[src/rtl/cfd_pkg.sv]
package cfd_pkg;
  typedef enum logic [1:0] {
    ST_IDLE  = 2'd0,
    ST_CAPT  = 2'd1,
    ST_MCKSW = 2'd2,
    ST_HOLD  = 2'd3
  } cfd_state_t;

  localparam logic MAIN_SRC_RC   = 1'b0;
  localparam logic MAIN_SRC_XTAL = 1'b1;
endpackage

[src/rtl/cfd_seq.sv]
module cfd_seq
  import cfd_pkg::*;
(
  input  logic clk,
  input  logic rst,
  input  logic fail_in,
  input  logic clr_in,
  input  logic pll_path_in,
  output logic force_main_n,
  output logic force_mck_n,
  output logic fault_n
);
  cfd_state_t state_q, state_n;
  logic       pll_lat_q;

  always_comb begin
    state_n = state_q;
    case (state_q)
      ST_IDLE:  if (fail_in) state_n = ST_CAPT;
      ST_CAPT:  state_n = pll_lat_q ? ST_MCKSW : ST_HOLD;
      ST_MCKSW: state_n = ST_HOLD;
      ST_HOLD:  if (clr_in && !fail_in) state_n = ST_IDLE;
      default:  state_n = ST_IDLE;
    endcase
  end

  always_ff @(posedge clk) begin
    if (rst) begin
      state_q   <= ST_IDLE;
      pll_lat_q <= 1'b0;
    end else begin
      state_q <= state_n;
      if (state_q == ST_IDLE && fail_in) pll_lat_q <= pll_path_in;
      else if (state_n == ST_IDLE)       pll_lat_q <= 1'b0;
    end
  end

  // Steering decided from the next state so the output registers update together
  assign fault_n      = (state_n == ST_MCKSW) || (state_n == ST_HOLD);
  assign force_main_n = (state_n == ST_HOLD);
  assign force_mck_n  = (state_n == ST_MCKSW) || (state_n == ST_HOLD && pll_lat_q);

  assert_hold_sticky_R6: assert property (@(posedge clk) disable iff (rst)
    (state_q == ST_HOLD && !clr_in) |=> (state_q == ST_HOLD));
  assert_clr_blocked_R8: assert property (@(posedge clk) disable iff (rst)
    (state_q == ST_HOLD && fail_in) |=> (state_q == ST_HOLD));
  assert_pll_two_step_R5: assert property (@(posedge clk) disable iff (rst)
    (state_q == ST_MCKSW) |-> $past(state_q == ST_CAPT));
endmodule

[src/rtl/cfd_out_reg.sv]
module cfd_out_reg
  import cfd_pkg::*;
#(
  parameter int MCK_W         = 2,
  parameter int MCK_MAIN_CODE = 1
) (
  input  logic             clk,
  input  logic             rst,
  input  logic             cfg_main_sel,
  input  logic [MCK_W-1:0] cfg_mck_sel,
  input  logic             cfg_rc_en,
  input  logic             force_main_n,
  input  logic             force_mck_n,
  input  logic             fault_n,
  output logic             eff_main_sel,
  output logic [MCK_W-1:0] eff_mck_sel,
  output logic             eff_rc_en,
  output logic             fault_q
);
  localparam logic [MCK_W-1:0] MCK_MAIN = MCK_W'(MCK_MAIN_CODE);

  always_ff @(posedge clk) begin
    if (rst) begin
      eff_main_sel <= cfg_main_sel;
      eff_mck_sel  <= cfg_mck_sel;
      eff_rc_en    <= cfg_rc_en;
      fault_q      <= 1'b0;
    end else begin
      eff_main_sel <= force_main_n ? MAIN_SRC_RC : cfg_main_sel;
      eff_mck_sel  <= force_mck_n ? MCK_MAIN : cfg_mck_sel;
      eff_rc_en    <= fault_n | cfg_rc_en;
      fault_q      <= fault_n;
    end
  end

  assert_rc_forced_R4: assert property (@(posedge clk) disable iff (rst)
    fault_q |-> eff_rc_en);
endmodule

[src/rtl/clk_fail_fallback.sv]
module clk_fail_fallback
  import cfd_pkg::*;
#(
  parameter int MCK_W         = 2,
  parameter int MCK_MAIN_CODE = 1,
  parameter int MCK_PLL_CODE  = 2
) (
  input  logic             clk,
  input  logic             rst,
  input  logic             fail_in,
  input  logic             fault_clr,
  input  logic             cfg_main_sel,
  input  logic [MCK_W-1:0] cfg_mck_sel,
  input  logic             cfg_rc_en,
  output logic             eff_main_sel,
  output logic [MCK_W-1:0] eff_mck_sel,
  output logic             eff_rc_en,
  output logic             fault_out
);
  localparam logic [MCK_W-1:0] MCK_PLL  = MCK_W'(MCK_PLL_CODE);
  localparam logic [MCK_W-1:0] MCK_MAIN = MCK_W'(MCK_MAIN_CODE);

  logic pll_path, force_main_n, force_mck_n, fault_n;

  assign pll_path = (cfg_main_sel == MAIN_SRC_XTAL) && (cfg_mck_sel == MCK_PLL);

  cfd_seq u_seq (
    .clk          (clk),
    .rst          (rst),
    .fail_in      (fail_in),
    .clr_in       (fault_clr),
    .pll_path_in  (pll_path),
    .force_main_n (force_main_n),
    .force_mck_n  (force_mck_n),
    .fault_n      (fault_n)
  );

  cfd_out_reg #(
    .MCK_W         (MCK_W),
    .MCK_MAIN_CODE (MCK_MAIN_CODE)
  ) u_out (
    .clk          (clk),
    .rst          (rst),
    .cfg_main_sel (cfg_main_sel),
    .cfg_mck_sel  (cfg_mck_sel),
    .cfg_rc_en    (cfg_rc_en),
    .force_main_n (force_main_n),
    .force_mck_n  (force_mck_n),
    .fault_n      (fault_n),
    .eff_main_sel (eff_main_sel),
    .eff_mck_sel  (eff_mck_sel),
    .eff_rc_en    (eff_rc_en),
    .fault_q      (fault_out)
  );

  assert_fault_sticky_R6: assert property (@(posedge clk) disable iff (rst)
    (fault_out && !fault_clr) |=> fault_out);
  assert_main_on_rc_R3: assert property (@(posedge clk) disable iff (rst)
    (fault_out && $past(fault_out)) |-> (eff_main_sel == MAIN_SRC_RC));
  assert_pll_first_R5: assert property (@(posedge clk) disable iff (rst)
    ($rose(fault_out) && eff_main_sel == MAIN_SRC_XTAL) |-> (eff_mck_sel == MCK_MAIN));
  assert_release_cause_R9: assert property (@(posedge clk) disable iff (rst)
    $fell(fault_out) |-> ($past(fault_clr) && !$past(fail_in)));
endmodule

[config.mk]
export PLATFORM = sky130hd
export DESIGN_NAME = clk_fail_fallback
export DESIGN_NICKNAME = d
export VERILOG_FILES = /design/src/rtl/cfd_pkg.sv /design/src/rtl/cfd_seq.sv /design/src/rtl/cfd_out_reg.sv /design/src/rtl/clk_fail_fallback.sv
export SDC_FILE = /design/constraint.sdc
export NUM_CORES = 1
export LEC_CHECK = 0
export CAP_MARGIN = 20
export CORE_AREA = 5 5 42 44
export CTS_CLUSTER_SIZE = 10
export DETAILED_ROUTE_END_ITERATION = 16
export DIE_AREA = 0 0 47 49
export MAX_ROUTING_LAYER = met4
export PLACE_DENSITY = 0.54
export SLEW_MARGIN = 10
export SYNTH_ARGS = -nofsm -noshare
export SYNTH_HDL_FRONTEND = slang
export SYNTH_HIERARCHICAL = 1
export SYNTH_SLANG_ARGS = --single-unit
[constraint.sdc]
create_clock -name clk -period 1.5 [get_ports clk]
set_input_delay 0.3 -clock clk [delete_from_list [all_inputs] [get_ports clk]]
set_output_delay 0.3 -clock clk [all_outputs]
set_load 0.05 [all_outputs]
==> Word-level counts from Yosys, hierarchy flattened <==
Index checks and enable logic that the tools add are counted.
{ "word_totals": {"word_cells": 34, "rom_bits": 0, "mem_count": 0, "out_inout_bits": 5, "latch_bits": 0, "ram_bits": 0, "regBits": 8, "input_bits": 8} }
{ "op_classes": {"n_bitwise": 1, "n_mul": 0, "n_reduce_logical": 10, "div": 0, "n_mux": 11, "n_lt_le_gt_ge": 0, "n_eq_ne": 6, "shift": 0, "addsub": 0} }
{ "ops": {"columns": ["op", "count"], "rows": [
  ["equality test 2 bit, second input constant", 5],
  ["2-to-1 mux 2 bit", 4],
  ["one-hot mux 2 bit (4 select lines)", 1],
  ["2-to-1 mux 1 bit", 6],
  ["logical AND 1 bit", 4],
  ["zero test 2 bit", 2],
  ["equality test 2 x 1 -> 1 bit, second input constant", 1],
  ["logical OR 1 bit", 2],
  ["nonzero test 2 bit", 1],
  ["zero test 1 bit", 1],
  ["OR 1 bit", 1]
]} }

==> Depth between registers and ports, before layout <==
{ "logic_depth": {"ltp_word": 9, "ltp_mapped": 6, "mapped_depth_nobuf": 6} }

==> By module <==
The synthesis kept the hierarchy.
{ "modules_own_cells": {"columns": ["module", "area_per_inst_um2", "seq_area_each_um2", "n_inst", "cells_each"], "rows": [
  ["cfd_out_reg", 142.6, 100.1, 1, 12],
  ["cfd_seq", 132.6, 60.1, 1, 16],
  ["clk_fail_fallback", 8.8, 0.0, 1, 1]
]} }

==> Worst setup path after synthesis <==
No wires, ideal clock.
{ "synth_path": {"path_type": "register -> register", "start": "register u_seq.state_q[0]", "end": "register u_out.eff_rc_en", "n_path_buf": 0, "path_stages_with_launch": 6, "t_arrival_ns": 0.977, "t_required_ns": 1.380, "slack_ns": 0.403, "period_less_slack_ns": 1.097, "setup_time_ns": 0.120, "path_cell_list": "dfxtp_1 > or2_4 > o21ai_2 > inv_2 > nor2b_1 > or2_1"} }
{ "synth_via": {"elab_chain_cells": 6, "word_cells_on_any_way": 12, "classes_between": "eq/ne: 5; mux: 4; bitwise: 1; reduce/logical: 2"} }
{ "synth_rtl": {"columns": ["element", "line", "source"], "rows": [
  ["start: declaration", "cfd_seq.sv:13", "cfd_state_t state_q, state_n;"],
  ["start signal: assignment", "cfd_seq.sv:32", "state_q <= state_n;"],
  ["equality test 2 bit (tied with other cells)", "cfd_seq.sv:18", "case (state_q)"],
  ["one-hot mux 2 bit (4 select lines) (*)", "cfd_seq.sv:18", null],
  ["equality test 2 bit", "cfd_seq.sv:39", "assign fault_n = (state_n == ST_MCKSW) || (state_n == ST_HOLD);"],
  ["logical OR 1 bit (*)", "cfd_seq.sv:39", null],
  ["net fault_n", "clk_fail_fallback.sv:23", "logic pll_path, force_main_n, force_mck_n, fault_n;"],
  ["OR 1 bit (*)", "cfd_out_reg.sv:31", "eff_rc_en <= fault_n | cfg_rc_en;"],
  ["2-to-1 mux 1 bit (*)", "cfd_out_reg.sv:23", "if (rst) begin"],
  ["end signal: assignment", "cfd_out_reg.sv:26", "eff_rc_en <= cfg_rc_en;"],
  ["end signal: assignment", "cfd_out_reg.sv:31", null],
  ["end: declaration", "cfd_out_reg.sv:17", "output logic eff_rc_en,"]
]} }
The timed path passes the listed nets; every way through them passes the cells marked *.
A chain may end at the register's enable or synchronous reset.

==> Final worst setup path <==
{ "layout_path": {"start": "input port fault_clr", "end": "register u_out.eff_rc_en"} }
{ "layout_via": {"elab_chain_cells": 7, "word_cells_on_any_way": 8, "classes_between": "eq/ne: 2; mux: 3; bitwise: 1; reduce/logical: 2"} }
{ "layout_rtl": {"columns": ["element", "line", "source"], "rows": [
  ["start: declaration", "clk_fail_fallback.sv:11", "input logic fault_clr,"],
  ["logical AND 1 bit (*)", "cfd_seq.sv:22", "ST_HOLD: if (clr_in && !fail_in) state_n = ST_IDLE;"],
  ["2-to-1 mux 2 bit (*)", "cfd_seq.sv:22", null],
  ["one-hot mux 2 bit (4 select lines) (*)", "cfd_seq.sv:18", null],
  ["equality test 2 bit", "cfd_seq.sv:39", null],
  ["logical OR 1 bit (*)", "cfd_seq.sv:39", null],
  ["net fault_n", "clk_fail_fallback.sv:23", null],
  ["OR 1 bit (*)", "cfd_out_reg.sv:31", null],
  ["2-to-1 mux 1 bit (*)", "cfd_out_reg.sv:23", null]
]} }
Marked as above.

==> impl_metrics.json <==
{
  "status": "finished, final reports clean",
  "power_mw": 0.5355,
  "cts_resized": 0,
  "yosys_most_used_dff": "dfxtp_1",
  "drive_gt1_share_pct": 26.67,
  "grt_max_degree": 7,
  "cp_data_arrival_time_ns": 1.39,
  "synth_nets": 37,
  "boundaryPins": 13,
  "fin_worst_skew_ns": 0.004882,
  "worst_pin_slew_ns": 0.2096,
  "p_seq_share_pct": 44.8,
  "internal-power_mw": 0.3896,
  "switchingPower_mw": 0.1459,
  "cpPeakStageDelay_ns": 0.45,
  "dp_slack_ns": -0.01492,
  "clkLatencyLatePin_ns": 0.26,
  "port_buffers": 12,
  "slew_violations": 0,
  "place_congestion": 0.6426,
  "min_path_type": "reg2reg",
  "min_period_over_period_pct": 83.36,
  "viasPerCell": 4.082,
  "numClockSinks": 8,
  "hpwl_um": 497.2,
  "antenna_found_initial": 0,
  "mostFrequentLayoutCells": "dfxtp_1, clkdlybuf4s50_1, buf_12",
  "clkTransAtPathRegs_ns": 0.06,
  "grt_first_pass_wirelength_um": 993,
  "synth_top_family_by_area": "simple AND/OR/NAND/NOR gates",
  "layout_commonest_cell": "dfxtp_1",
  "totalWireLength_um": 598,
  "required_ns": 1.64,
  "crit_path_top_delay_cell": "clkdlybuf4s50_1",
  "vias": 249,
  "synth.yosys.warnings": 6,
  "rsz0062_at_grt": "false",
  "pwr-share-comb_pct": 24.3,
  "setup-tns-final_ns": 0,
  "synth_area_leaders": "dfxtp_1, and2_1, nand2b_1",
  "p_per_area_mw_per_mm2": 1089,
  "swShare_pct": 27.25,
  "syn_area_um2": 284.0,
  "avgSynthCellArea_um2": 9.794,
  "dp_cells": 58,
  "ys_types": 17,
  "critPathTopFamily": "buffers and inverters",
  "drc": 0,
  "critPathKind": "in2reg",
  "post_cts_buffers": 0,
  "path_buf_inv": 2,
  "fp-row-count": 14,
  "synth.top_cell.area_share_pct": 56.39,
  "post_drt_wl_per_cell_um": 9.803,
  "dieArea_mm2": 0.002303,
  "grt_usage_pct": 6.368,
  "drv_cap": 0,
  "critical_path.cell_chain": "clkdlybuf4s50_1, nand3_1, o21ai_2, inv_2, nor2b_1, or2_1",
  "worst_slack_ns": 0.2495,
  "grt_pass1_vias": 264,
  "clkPwrFrac_pct": 30.9,
  "end_kind": "flop",
  "synth-seq-cells": 8,
  "synth_xor_area_share_pct": 0,
  "core_region_area_mm2": 0.001401,
  "ir_worst_vdd_v": 0.0003399,
  "synth-seq-area-share_pct": 56.39,
  "synth_compound_area_share_pct": 7.489,
  "fin_crit_ns": 1.250,
  "hold_viol_final": 0,
  "root_buffer": "clkbuf_4",
  "tritoncts": "built",
  "max_freq_mhz": 799.7,
  "numCtsBuffers": 3,
  "syn_inst": 29,
  "cts.path.max_buffers": 2,
  "synthAdderAreaFrac_pct": 0,
  "overflow": 0,
  "relSlewSlack_pct": 85.98,
  "fillers": 154,
  "start_util_pct": 20.27,
  "cp_max_fo": 2,
  "antenna_cells": 0,
  "synth_top_cell_by_area": "dfxtp_1",
  "p_leak_nw": 0.2121,
  "cp-start-kind": "input pin",
  "synth-edff-count": 0,
  "yosys.area_share.simple_pct": 29.96,
  "area_growth_syn_to_layout_pct": 73.13,
  "die_w_um": 47,
  "htreeDepth": 1,
  "synth_mux_area_share_pct": 3.524,
  "postSynth.asyncResetShare_pct": 0,
  "layout.nets": 55,
  "finalSetupViolations": 0,
  "ctsHoldBuffers": 0,
  "drtPass1Iterations": 4,
  "antenna_left": 0,
  "dieHeight_um": 49,
  "drt_iter0_markers": 3,
  "final_cells": 61
}
-- worst register-to-register path, stage by stage (launching register included) --
cell and delay [ns]:
dfxtp_1 0.32, or2_4 0.27, o21ai_2 0.07, inv_2 0.04, nor2b_1 0.13, or2_1 0.20
-- synth_stat cells, types with 2 or more instances --
cell      instances
dfxtp_1           8
nor2_1            3
and2_1            2
nand2b_1          2
nor3_1            2
-- through the flow --
step,instance area (µm²),utilization [%],hold slack (ns)
after detailed placement,469.2,33.48,0.5559
after floorplan,284.0,-,0.3724
after CTS,491.7,35.09,0.5640
after global placement,469.2,33.48,0.5422
final,491.7,35.09,0.5561
after global routing,491.7,35.09,0.5770
-- flip-flops by register name (all words and copies together) (netlist names) --
name                cells
u_out/eff_mck_sel       2
u_out/eff_main_sel      1
u_seq/pll_lat_q         1
u_out/eff_rc_en         1
u_out/fault_q           1
u_seq/state_q           2
-- cells by family (layout without fill, tap and decap cells) --
kind of cell / count (synthesis) / after routing
multiplexers: 1 / 1
AND/OR/NAND/NOR: 15 / 15
flip-flops: 8 / 8
AO/OA/AOI/OAI: 3 / 3
buffers and inverters: 2 / 18
-- final cells by class --
class	instances	area, µm²	area share [%]
Tap cell	16	20.02	4.071
Clock buffer	3	22.52	4.580
Multi-Input combinational cell	19	116.4	23.66
Inverter	2	7.507	1.527
Sequential cell	8	160.2	32.57
Timing Repair Buffer	13	165.2	33.59
-- path summary, 6_finish.rpt --
| path | from | to | slack [ns] | depth (start not counted) |
|---|---|---|---|---|
| worst min register to register | u_seq/pll_lat_q | u_seq/pll_lat_q | 0.56 | 2 |
| worst max-delay path | fault_clr | u_out/eff_rc_en | 0.25 | 6 |
| worst min-delay path | u_seq/pll_lat_q | u_seq/pll_lat_q | 0.56 | 2 |
| worst max register to register | u_seq/state_q[0] | u_out/eff_rc_en | 0.36 | 5 |
-- power by group through the flow --
stage	registers, mW	clock network, mW	logic (mW)
after floorplan	0.275	0	0.0295
after global placement	0.244	0	0.131
after detailed placement	0.244	0	0.131
after CTS	0.240	0.173	0.131
after global routing	0.241	0.182	0.138
final	0.240	0.165	0.130
-- metal layers --
layer | up-vias | part of all wire (%) | track usage (%) | wire, µm
li1 | 126 | - | - | -
met4 | 0 | 1.2 | 6.912 | 7
met2 | 9 | 51 | 8.597 | 306
met3 | 2 | 7.5 | 2.214 | 45
met1 | 112 | 40 | 6.416 | 239
met5 | - | 0 | - | 0
(Power assumes the default switching activity.)
